<file path="src/rtl/flags_pkg.sv">
package flags_pkg;

    localparam int FLAG_W = 6;

    localparam int BIT_IE   = 0;
    localparam int BIT_PRIV = 1;
    localparam int BIT_EQ   = 2;
    localparam int BIT_ZERO = 3;
    localparam int BIT_OVF  = 4;
    localparam int BIT_SIGN = 5;

    typedef struct packed {
        logic sign;
        logic ovf;
        logic zero;
        logic eq;
        logic priv;
        logic ie;
    } flags_t;

    localparam flags_t FLAGS_RESET = '{sign: 1'b0, ovf: 1'b0, zero: 1'b0,
                                       eq: 1'b0, priv: 1'b1, ie: 1'b0};

    typedef enum logic [1:0] {
        SRC_HOLD  = 2'd0,
        SRC_COND  = 2'd1,
        SRC_SW    = 2'd2,
        SRC_ENTRY = 2'd3
    } next_src_e;

    function automatic flags_t merge_user(flags_t cur, flags_t wr);
        flags_t r;
        r      = wr;
        r.priv = cur.priv;
        r.ie   = cur.ie;
        return r;
    endfunction

endpackage

</file>
<file path="src/rtl/flags_cond_gen.sv">
module flags_cond_gen
    import flags_pkg::*;
#(
    parameter int DATA_W = 32
) (
    input  flags_t              cur,
    input  logic [DATA_W-1:0]   alu_result,
    input  logic                alu_ovf,
    input  logic                alu_upd,
    input  logic                cmp_eq,
    input  logic                cmp_upd,
    output flags_t              cond_next
);
    localparam int MSB = DATA_W - 1;

    always_comb begin
        cond_next = cur;
        if (alu_upd) begin
            cond_next.zero = (alu_result == '0);
            cond_next.sign = alu_result[MSB];
            cond_next.ovf  = alu_ovf;
        end
        if (cmp_upd) begin
            cond_next.eq = cmp_eq;
        end
    end


    always_comb begin
        if (!alu_upd) begin
            zso_untouched_chk: assert ({cond_next.zero, cond_next.sign, cond_next.ovf}
                                       == {cur.zero, cur.sign, cur.ovf});
        end
    end
endmodule

</file>
<file path="src/rtl/flags_sw_filter.sv">
module flags_sw_filter
    import flags_pkg::*;
(
    input  flags_t cur,
    input  flags_t wr_data,
    output flags_t filtered
);
    always_comb begin
        if (cur.priv) begin
            filtered = wr_data;
        end else begin
            filtered = merge_user(cur, wr_data);
        end
    end


    always_comb begin
        if (!cur.priv) begin
            user_ctrl_kept_chk: assert (filtered.priv == 1'b0 && filtered.ie == cur.ie);
        end
    end
endmodule

</file>
<file path="src/rtl/flags_next_sel.sv">
module flags_next_sel
    import flags_pkg::*;
(
    input  flags_t cur,
    input  flags_t cond_next,
    input  flags_t sw_next,
    input  logic   cond_any,
    input  logic   sw_wr,
    input  logic   int_entry,
    output flags_t nxt
);
    next_src_e src;

    always_comb begin
        if (int_entry)      src = SRC_ENTRY;
        else if (sw_wr)     src = SRC_SW;
        else if (cond_any)  src = SRC_COND;
        else                src = SRC_HOLD;
    end

    always_comb begin
        unique case (src)
            SRC_ENTRY: begin
                nxt      = cur;
                nxt.priv = 1'b1;
                nxt.ie   = 1'b0;
            end
            SRC_SW:   nxt = sw_next;
            SRC_COND: nxt = cond_next;
            default:  nxt = cur;
        endcase
    end
endmodule

</file>
<file path="src/rtl/flags_unit.sv">
module flags_unit
    import flags_pkg::*;
#(
    parameter int DATA_W = 32
) (
    input  logic              clk,
    input  logic              rst,
    input  logic [DATA_W-1:0] alu_result,
    input  logic              alu_ovf,
    input  logic              alu_upd,
    input  logic              cmp_eq,
    input  logic              cmp_upd,
    input  logic              sw_wr,
    input  logic [5:0]        sw_data,
    input  logic              int_entry,
    input  logic              hw_irq_req,
    output logic [5:0]        flags_q,
    output logic              hw_irq_take
);
    flags_t cur, cond_next, sw_next, nxt;

    flags_cond_gen #(.DATA_W(DATA_W)) u_cond (
        .cur        (cur),
        .alu_result (alu_result),
        .alu_ovf    (alu_ovf),
        .alu_upd    (alu_upd),
        .cmp_eq     (cmp_eq),
        .cmp_upd    (cmp_upd),
        .cond_next  (cond_next)
    );

    flags_sw_filter u_filt (
        .cur      (cur),
        .wr_data  (flags_t'(sw_data)),
        .filtered (sw_next)
    );

    flags_next_sel u_sel (
        .cur       (cur),
        .cond_next (cond_next),
        .sw_next   (sw_next),
        .cond_any  (alu_upd | cmp_upd),
        .sw_wr     (sw_wr),
        .int_entry (int_entry),
        .nxt       (nxt)
    );

    always_ff @(posedge clk) begin
        if (rst) cur <= FLAGS_RESET;
        else     cur <= nxt;
    end

    assign flags_q     = cur;
    assign hw_irq_take = hw_irq_req & cur.ie;


    reset_value_chk: assert property (@(posedge clk) disable iff (rst)
        $past(rst) |-> flags_q == 6'b000010);


    entry_ctrl_chk: assert property (@(posedge clk) disable iff (rst)
        int_entry |=> (flags_q[BIT_PRIV] && !flags_q[BIT_IE]));


    entry_cond_kept_chk: assert property (@(posedge clk) disable iff (rst)
        int_entry |=> $stable(flags_q[5:2]));


    user_write_chk: assert property (@(posedge clk) disable iff (rst)
        (sw_wr && !int_entry && !flags_q[BIT_PRIV]) |=> $stable(flags_q[1:0]));


    zero_flag_chk: assert property (@(posedge clk) disable iff (rst)
        (alu_upd && !sw_wr && !int_entry) |=>
            flags_q[BIT_ZERO] == ($past(alu_result) == '0));


    eq_untouched_chk: assert property (@(posedge clk) disable iff (rst)
        (!cmp_upd && !sw_wr && !int_entry) |=> $stable(flags_q[BIT_EQ]));


    idle_hold_chk: assert property (@(posedge clk) disable iff (rst)
        (!alu_upd && !cmp_upd && !sw_wr && !int_entry) |=> $stable(flags_q));
endmodule

</file>
<file path="config.mk">
export PLATFORM = sky130hd
export DESIGN_NAME = flags_unit
export DESIGN_NICKNAME = d
export VERILOG_FILES = /design/src/rtl/flags_pkg.sv /design/src/rtl/flags_cond_gen.sv /design/src/rtl/flags_sw_filter.sv /design/src/rtl/flags_next_sel.sv /design/src/rtl/flags_unit.sv
export SDC_FILE = /design/constraint.sdc
export NUM_CORES = 1
export LEC_CHECK = 0
export ABC_AREA = 1
export BUFFER_PORTS_ARGS = -buffer_cell sky130_fd_sc_hd__buf_4
export CAP_MARGIN = 20
export CORE_AREA = 2 2 39 41
export CTS_BUF_LIST = sky130_fd_sc_hd__clkbuf_8
export DETAILED_ROUTE_END_ITERATION = 8
export DIE_AREA = 0 0 41 43
export GPL_ROUTABILITY_DRIVEN = 0
export PLACE_DENSITY = 0.87
export SLEW_MARGIN = 0
export SYNTH_ARGS = -nofsm -noshare
export SYNTH_HDL_FRONTEND = slang
export SYNTH_SLANG_ARGS = --single-unit
</file>
<file path="constraint.sdc">
create_clock -name clk -period 1.5 [get_ports clk]
set_input_delay 0.3 -clock clk [delete_from_list [all_inputs] [get_ports clk]]
set_output_delay 0.3 -clock clk [all_outputs]
set_load 0.02 [all_outputs]
</file>
==> results of run 1 <==
-- cell usage in the layout (no fill, tap or decap) --
cell type,n
sky130_fd_sc_hd__a21oi_1,2
sky130_fd_sc_hd__a21oi_4,1
sky130_fd_sc_hd__a31oi_1,3
sky130_fd_sc_hd__and2_0,1
sky130_fd_sc_hd__buf_4,53
sky130_fd_sc_hd__clkbuf_8,3
sky130_fd_sc_hd__dfxtp_1,6
sky130_fd_sc_hd__inv_1,4
sky130_fd_sc_hd__inv_2,3
sky130_fd_sc_hd__nand2_1,20
sky130_fd_sc_hd__nand3_1,1
sky130_fd_sc_hd__nand3_2,1
sky130_fd_sc_hd__nor2_1,24
sky130_fd_sc_hd__nor2_2,2
sky130_fd_sc_hd__o21ai_0,3
sky130_fd_sc_hd__o21ai_1,3
-- power breakdown --
| group | switching, mW | leakage [nW] | internal [mW] | total [mW] |
|---|---|---|---|---|
| registers | 0.00578 | 0.0494 | 0.171 | 0.176 |
| logic | 0.0675 | 0.386 | 0.108 | 0.176 |
| clock network | 0.0680 | 0.0216 | 0.172 | 0.240 |
-- final cells by class --
cell class	instances	area, µm²
multi-input cells	61	274
repair buffers	53	398
flip-flops and latches	6	120
well taps	16	20.0
clock buffers	3	41.3
fillers	139	504
inverters	7	26.3
-- worst min-delay path, delay by kind of cell --
kind	cells	cell delay (ns)
and+or+nand+nor	2	0.09
buffers and inverters	1	0.08
-- worst paths after layout --
kind,end,slack [ns]
hold / removal,flags_q[1],0.28
hold reg to reg,flags_q[1],0.49
setup / recovery,hw_irq_take,0.40
setup reg to reg,flags_q[0],0.78
-- logic make-up after synthesis --
group                  after synthesis  synth area share (%)
and+or+nand+nor                     49                  47.3
DFF                                  6                  28.6
buffers and inverters                7                  6.25
AOI/OAI and AO/OA                   12                  17.9
-- layer usage --
metal / GRT usage, % / part of all wire [%] / up-vias / wire length [µm]
li1: - / - / 344 / -
met4: 8.00 / 1.7 / 0 / 23
met5: 0 / 0 / - / 0
met1: 13.9 / 32 / 297 / 424
met3: 3.14 / 12 / 3 / 165
met2: 34.1 / 54 / 44 / 722
-- through the flow --
step	area (µm²)	total power [mW]
floorplan	420	0.237
global placement	838	0.352
detailed placement	838	0.356
CTS	880	0.601
global route	880	0.627
finish	880	0.592
==> metrics, run 1 <==
run status completed; Worst Max-Slew Pin Slew approximately 0.18 ns; synthesized net count between 100 and 150; count of warnings emitted by yosys 0; biggest area consumer among synthesized cells sky130_fd_sc_hd__dfxtp_1; Placement Setup Slack 0.430 ns; dominant cells by area after synthesis sky130_fd_sc_hd__dfxtp_1, sky130_fd_sc_hd__nor2_1, sky130_fd_sc_hd__nand2_1, sky130_fd_sc_hd__a31oi_1, sky130_fd_sc_hd__a21oi_4; diodes inserted 0; DP Wirelength around 1200 µm; number of cells on the worst hold path 3; Worst Skew around 0.0015 ns; flip-flop count of the largest register after layout 6; via count 688; count of placed standard cells including taps between 100 and 150; TritonCTS clock tree yes; post-route fraction of the period consumed by the critical path ~73%; total congestion overflow 0; number of nets with antenna violations after routing 0; maximum fanout along the worst path 3; Mapped Area ~420 µm²; number of setup violations in the final report 0; die boundary width between 40 and 50 µm; maximum number of pins on one net before global-route repair 7; per-instance average area after synthesis around 5.7 µm²; Final Routed Wirelength 1340 µm; Data required, critical path about 1.2 ns; effective utilization at floorplan 30.4%; unrepaired setup endpoints after global routing no; Highest Clock Rate around 0.91 GHz; cell count of the worst reg-to-reg path 3; most common flop cell mapped by yosys sky130_fd_sc_hd__dfxtp_1; CTS Root Cell sky130_fd_sc_hd__clkbuf_8; row cnt 14; largest stage delay on the critical path around 0.34 ns; first-pass GRT wire length ~2100 µm; number of setup buffers added after CTS 0; Peak supply drop 0.000293 V; count of buffer and inverter cells on the critical path 2; number of gates on the worst path with buffers counted 3; worst setup margin 0.403 ns; Worst Setup SP flags_q[0]; number of sinks driven by the clock tree 6; first drt pass iteration count 2; data arrival at the endpoint of the critical path about 0.8 ns; vias in the first global route roughly 670; core utilization of the finished layout a little under two thirds; most numerous cell types in the synthesized netlist sky130_fd_sc_hd__nor2_1, sky130_fd_sc_hd__nand2_1, sky130_fd_sc_hd__dfxtp_1, sky130_fd_sc_hd__inv_1; clock latency on the worst-skew pair roughly 0.22 ns; standby leakage power roughly 0.46 nW; library cell with the highest instance count after synthesis sky130_fd_sc_hd__nor2_1; remaining routing DRC violations 0; total power density per cell area just under 700 nW/µm²; level count of the clock H-tree 1; total negative slack 0 ns; IO Count 54; overall die area between 1500 and 2000 µm²; synthesis-to-layout area growth 109%; number of synthesized flops with an enable pin 0; post-cts sizing count 0; class of the tightest hold or removal check input pin to flop; cell count after synthesis 74; launch point of the worst reg-to-reg path flags_q[1]; register bit total from synthesis 6; global-route usage over all layers roughly 17%; # Max-Cap Violations 0; placeable core region about 1400 µm²; input/output buffers 53; gate family responsible for the most delay along the worst path flip-flops; antenna violations before repair 0; die span in y approximately 43 µm; Max Slew Vio Count 0; cell breakdown of the critical path nand2_1 > inv_1 > buf_4; proportion of layout cells with a drive suffix above 1 between 40% and 50%; share of synthesized registers carrying an async set or reset 0%; CP endpoint kind output pin; Iteration-0 DRC Markers 3; final net count roughly 180; Layout Cells excl Fill about 150; routed length per instance between 9 and 10 µm; Fin Hold WS between 0.2 and 0.3 ns; number of distinct library cell variants in the gate-level netlist after synthesis 14; per-cell via count in the routed design 4.71; hold_buf cts 0; crit path time final about 1.1 ns; clock buffers created by TritonCTS 3; post-CTS clock slew at the launch and capture registers of the worst setup and hold paths around 0.04 ns; launching element type of the critical path flop; Seq/Total Area, Yosys roughly 29%; Longest Clk Path Bufs 2; fraction of synthesized cell area taken by the top area cell type between 20% and 30%; Final Hold Viols 0; Slowest cell on crit path sky130_fd_sc_hd__dfxtp_1; Hold Startpoint rst; Slew Limit Headroom between 80% and 90%; category of the most critical setup path flop to output pin
No activity file was read; power rests on OpenSTA's default activity.
==> inputs of run 2 (changes only) <==
Settings changed: CORE_AREA 2 2 39 41 to not set, CORE_UTILIZATION set to 32, DIE_AREA 0 0 41 43 to not set, PLACE_DENSITY 0.87 to 0.88.
Clock period 1.5 ns to 1.1 ns, I/O delays scaled along.
==> metrics, run 2 (synthesis results as in run 1) <==
clock latency on the worst-skew pair 0.23 ns (was 0.22 ns); total power density per cell area 942 nW/µm² (was 673 nW/µm²); # Max-Cap Violations 0 (unchanged); remaining routing DRC violations 0 (unchanged); antenna violations before repair 0 (unchanged); data arrival at the endpoint of the critical path 0.80 ns (about the same); sequential power share 29.1% (was 29.8%); count of buffer and inverter cells on the critical path 2 (unchanged); post-cts sizing count 0 (unchanged); launching element type of the critical path flop (unchanged); synthesis-to-layout area growth 109% (about the same); level count of the clock H-tree 1 (unchanged); effective utilization at floorplan 36.4% (was 30.4%); internal cell power 0.616 mW (was 0.451 mW); Longest Clk Path Bufs 2 (unchanged); global-route usage over all layers 24.1% (was 17.1%); Highest Clock Rate 0.983 GHz; most frequent cells in the layout sky130_fd_sc_hd__buf_4, sky130_fd_sc_hd__nor2_1, sky130_fd_sc_hd__nand2_1 (unchanged); met3 global-route usage 6.98% (was 3.14%); Iteration-0 DRC Markers 15 (was 3); Worst Max-Slew Pin Slew 0.238 ns (was 0.179 ns); cell breakdown of the critical path nand2_1 > inv_1 > buf_4 (unchanged); Final Routed Wirelength 1480 µm (was 1340 µm); proportion of layout cells with a drive suffix above 1 48.5% (unchanged); maximum number of pins on one net before global-route repair 7 (unchanged); total placed instance area 836 µm² (was 838 µm²); Fillers 97 (was 139); DP Wirelength 1210 µm (was 1220 µm); number of sinks driven by the clock tree 6 (unchanged); Data required, critical path 0.88 ns (was 1.20 ns); Switching Fraction 25.4% (was 23.9%); Worst Skew 0.00378 ns (was 0.00148 ns); Max Slew Vio Count 0 (unchanged); post-route fraction of the period consumed by the critical path between 90% and 100%; TritonCTS clock tree yes (unchanged); overall die area 1460 µm² (was 1760 µm²); total negative slack 0 ns (unchanged); routed length per instance 10.3 µm (was 9.15 µm); diodes inserted 0 (unchanged); via count 678 (was 688); routing layer with the top usage in global route met2 (unchanged); class of the tightest hold or removal check input pin to flop (unchanged); first drt pass iteration count 4 (was 2); number of setup buffers added after CTS 0 (unchanged); gate family responsible for the most delay along the worst path flip-flops (unchanged); total congestion overflow 0 (unchanged); largest stage delay on the critical path 0.34 ns (about the same); unrepaired setup endpoints after global routing no (unchanged); run status completed (unchanged); number of nets with antenna violations after routing 0 (unchanged); maximum fanout along the worst path 3 (unchanged); Power Total 0.826 mW (was 0.592 mW); final net count 179 (unchanged); CP endpoint kind output pin (unchanged); category of the most critical setup path flop to output pin (unchanged); hold_buf cts 0 (unchanged); Peak supply drop 0.000523 V (was 0.000293 V); clock power share 41.5% (was 40.6%); first-pass GRT wire length 2430 µm (was 2100 µm); area of combinational cells with multiple inputs 274 µm² (unchanged); row cnt 12 (was 14); flip-flop count of the largest register after layout 6 (unchanged); switching component of the power 0.210 mW (was 0.141 mW); CTS Root Cell sky130_fd_sc_hd__clkbuf_8 (unchanged); input/output buffers 53 (unchanged); die span in y 38.2 µm (was 43 µm); met1 Resource Use GR 23.0% (was 13.9%); area taken by flip-flops and latches 120 µm² (unchanged); most common cell after layout, fill and taps aside sky130_fd_sc_hd__buf_4 (unchanged); per-cell via count in the routed design 4.71 (about the same); Final Hold Viols 0 (unchanged); number of setup violations in the final report 0 (unchanged); vias in the first global route 668 (was 666); placeable core region 1160 µm² (was 1380 µm²); final design area excluding fillers 877 µm² (was 880 µm²); crit path time final about 1.0 ns; Slowest cell on crit path sky130_fd_sc_hd__dfxtp_1 (unchanged); die boundary width 38.2 µm (was 41 µm); standby leakage power 0.457 nW (unchanged); global routing usage on met2 47.0% (was 34.1%); combinational share of power 29.4% (was 29.7%); Slew Limit Headroom 84.2% (was 88.0%); IO Count 54 (unchanged); post-CTS clock slew at the launch and capture registers of the worst setup and hold paths 0.04 ns (about the same); clock buffers created by TritonCTS 3 (unchanged)
## run 2: metal layers
metal / vias to the layer above / wire length (µm) / share of wire (%)
met1: 282 / 551 / 37
met4: 0 / 28 / 1.9
li1: 345 / - / -
met3: 6 / 164 / 11
met5: - / 0 / 0
met2: 45 / 739 / 50
## run 2: path summary, 6_finish.rpt
kind,depth (start not counted),slack [ns],endpoint,start
setup reg to reg,3,0.39,flags_q[0],flags_q[1]
hold reg to reg,2,0.50,flags_q[1],flags_q[1]
setup / recovery,3,0.08,hw_irq_take,flags_q[0]
hold / removal,3,0.21,flags_q[1],rst
## run 2: final cells by class
type,count,share of cell area [%]
sequential,6,13.7
multi-input combinational,61,31.2
inverter,7,3.00
clock buffer,3,4.71
timing repair buffer,53,45.4
tap,14,2.00
## run 2: power groups by stage
stage	combinational [mW]	sequential (mW)	clock, mW
CTS	0.244	0.240	0.341
global placement	0.236	0.243	0
floorplan	0.0640	0.259	0
detailed placement	0.242	0.243	0
finish	0.243	0.240	0.343
global route	0.266	0.241	0.358
## run 2: worst reg2reg max path, cell delays in order (launching register included)
cell and delay (ns):
sky130_fd_sc_hd__dfxtp_1 0.35, sky130_fd_sc_hd__nand2_1 0.06, sky130_fd_sc_hd__o21ai_0 0.14, sky130_fd_sc_hd__nor2_1 0.05
## run 2: per-stage QoR
| step | util, % | hold WS, ns | instances | worst slack (ns) |
|---|---|---|---|---|
| 2_1_floorplan | - | 0.321 | 74 | 0.227 |
| 6_report | 75.9 | 0.207 | 144 | 0.0823 |
| 4_1_cts | 75.9 | 0.208 | 144 | 0.0772 |
| 3_5_place_dp | 72.3 | 0.436 | 141 | 0.114 |
| 3_3_place_gp | 72.3 | 0.433 | 141 | 0.167 |
| 5_1_grt | 75.9 | 0.231 | 144 | 0.0478 |
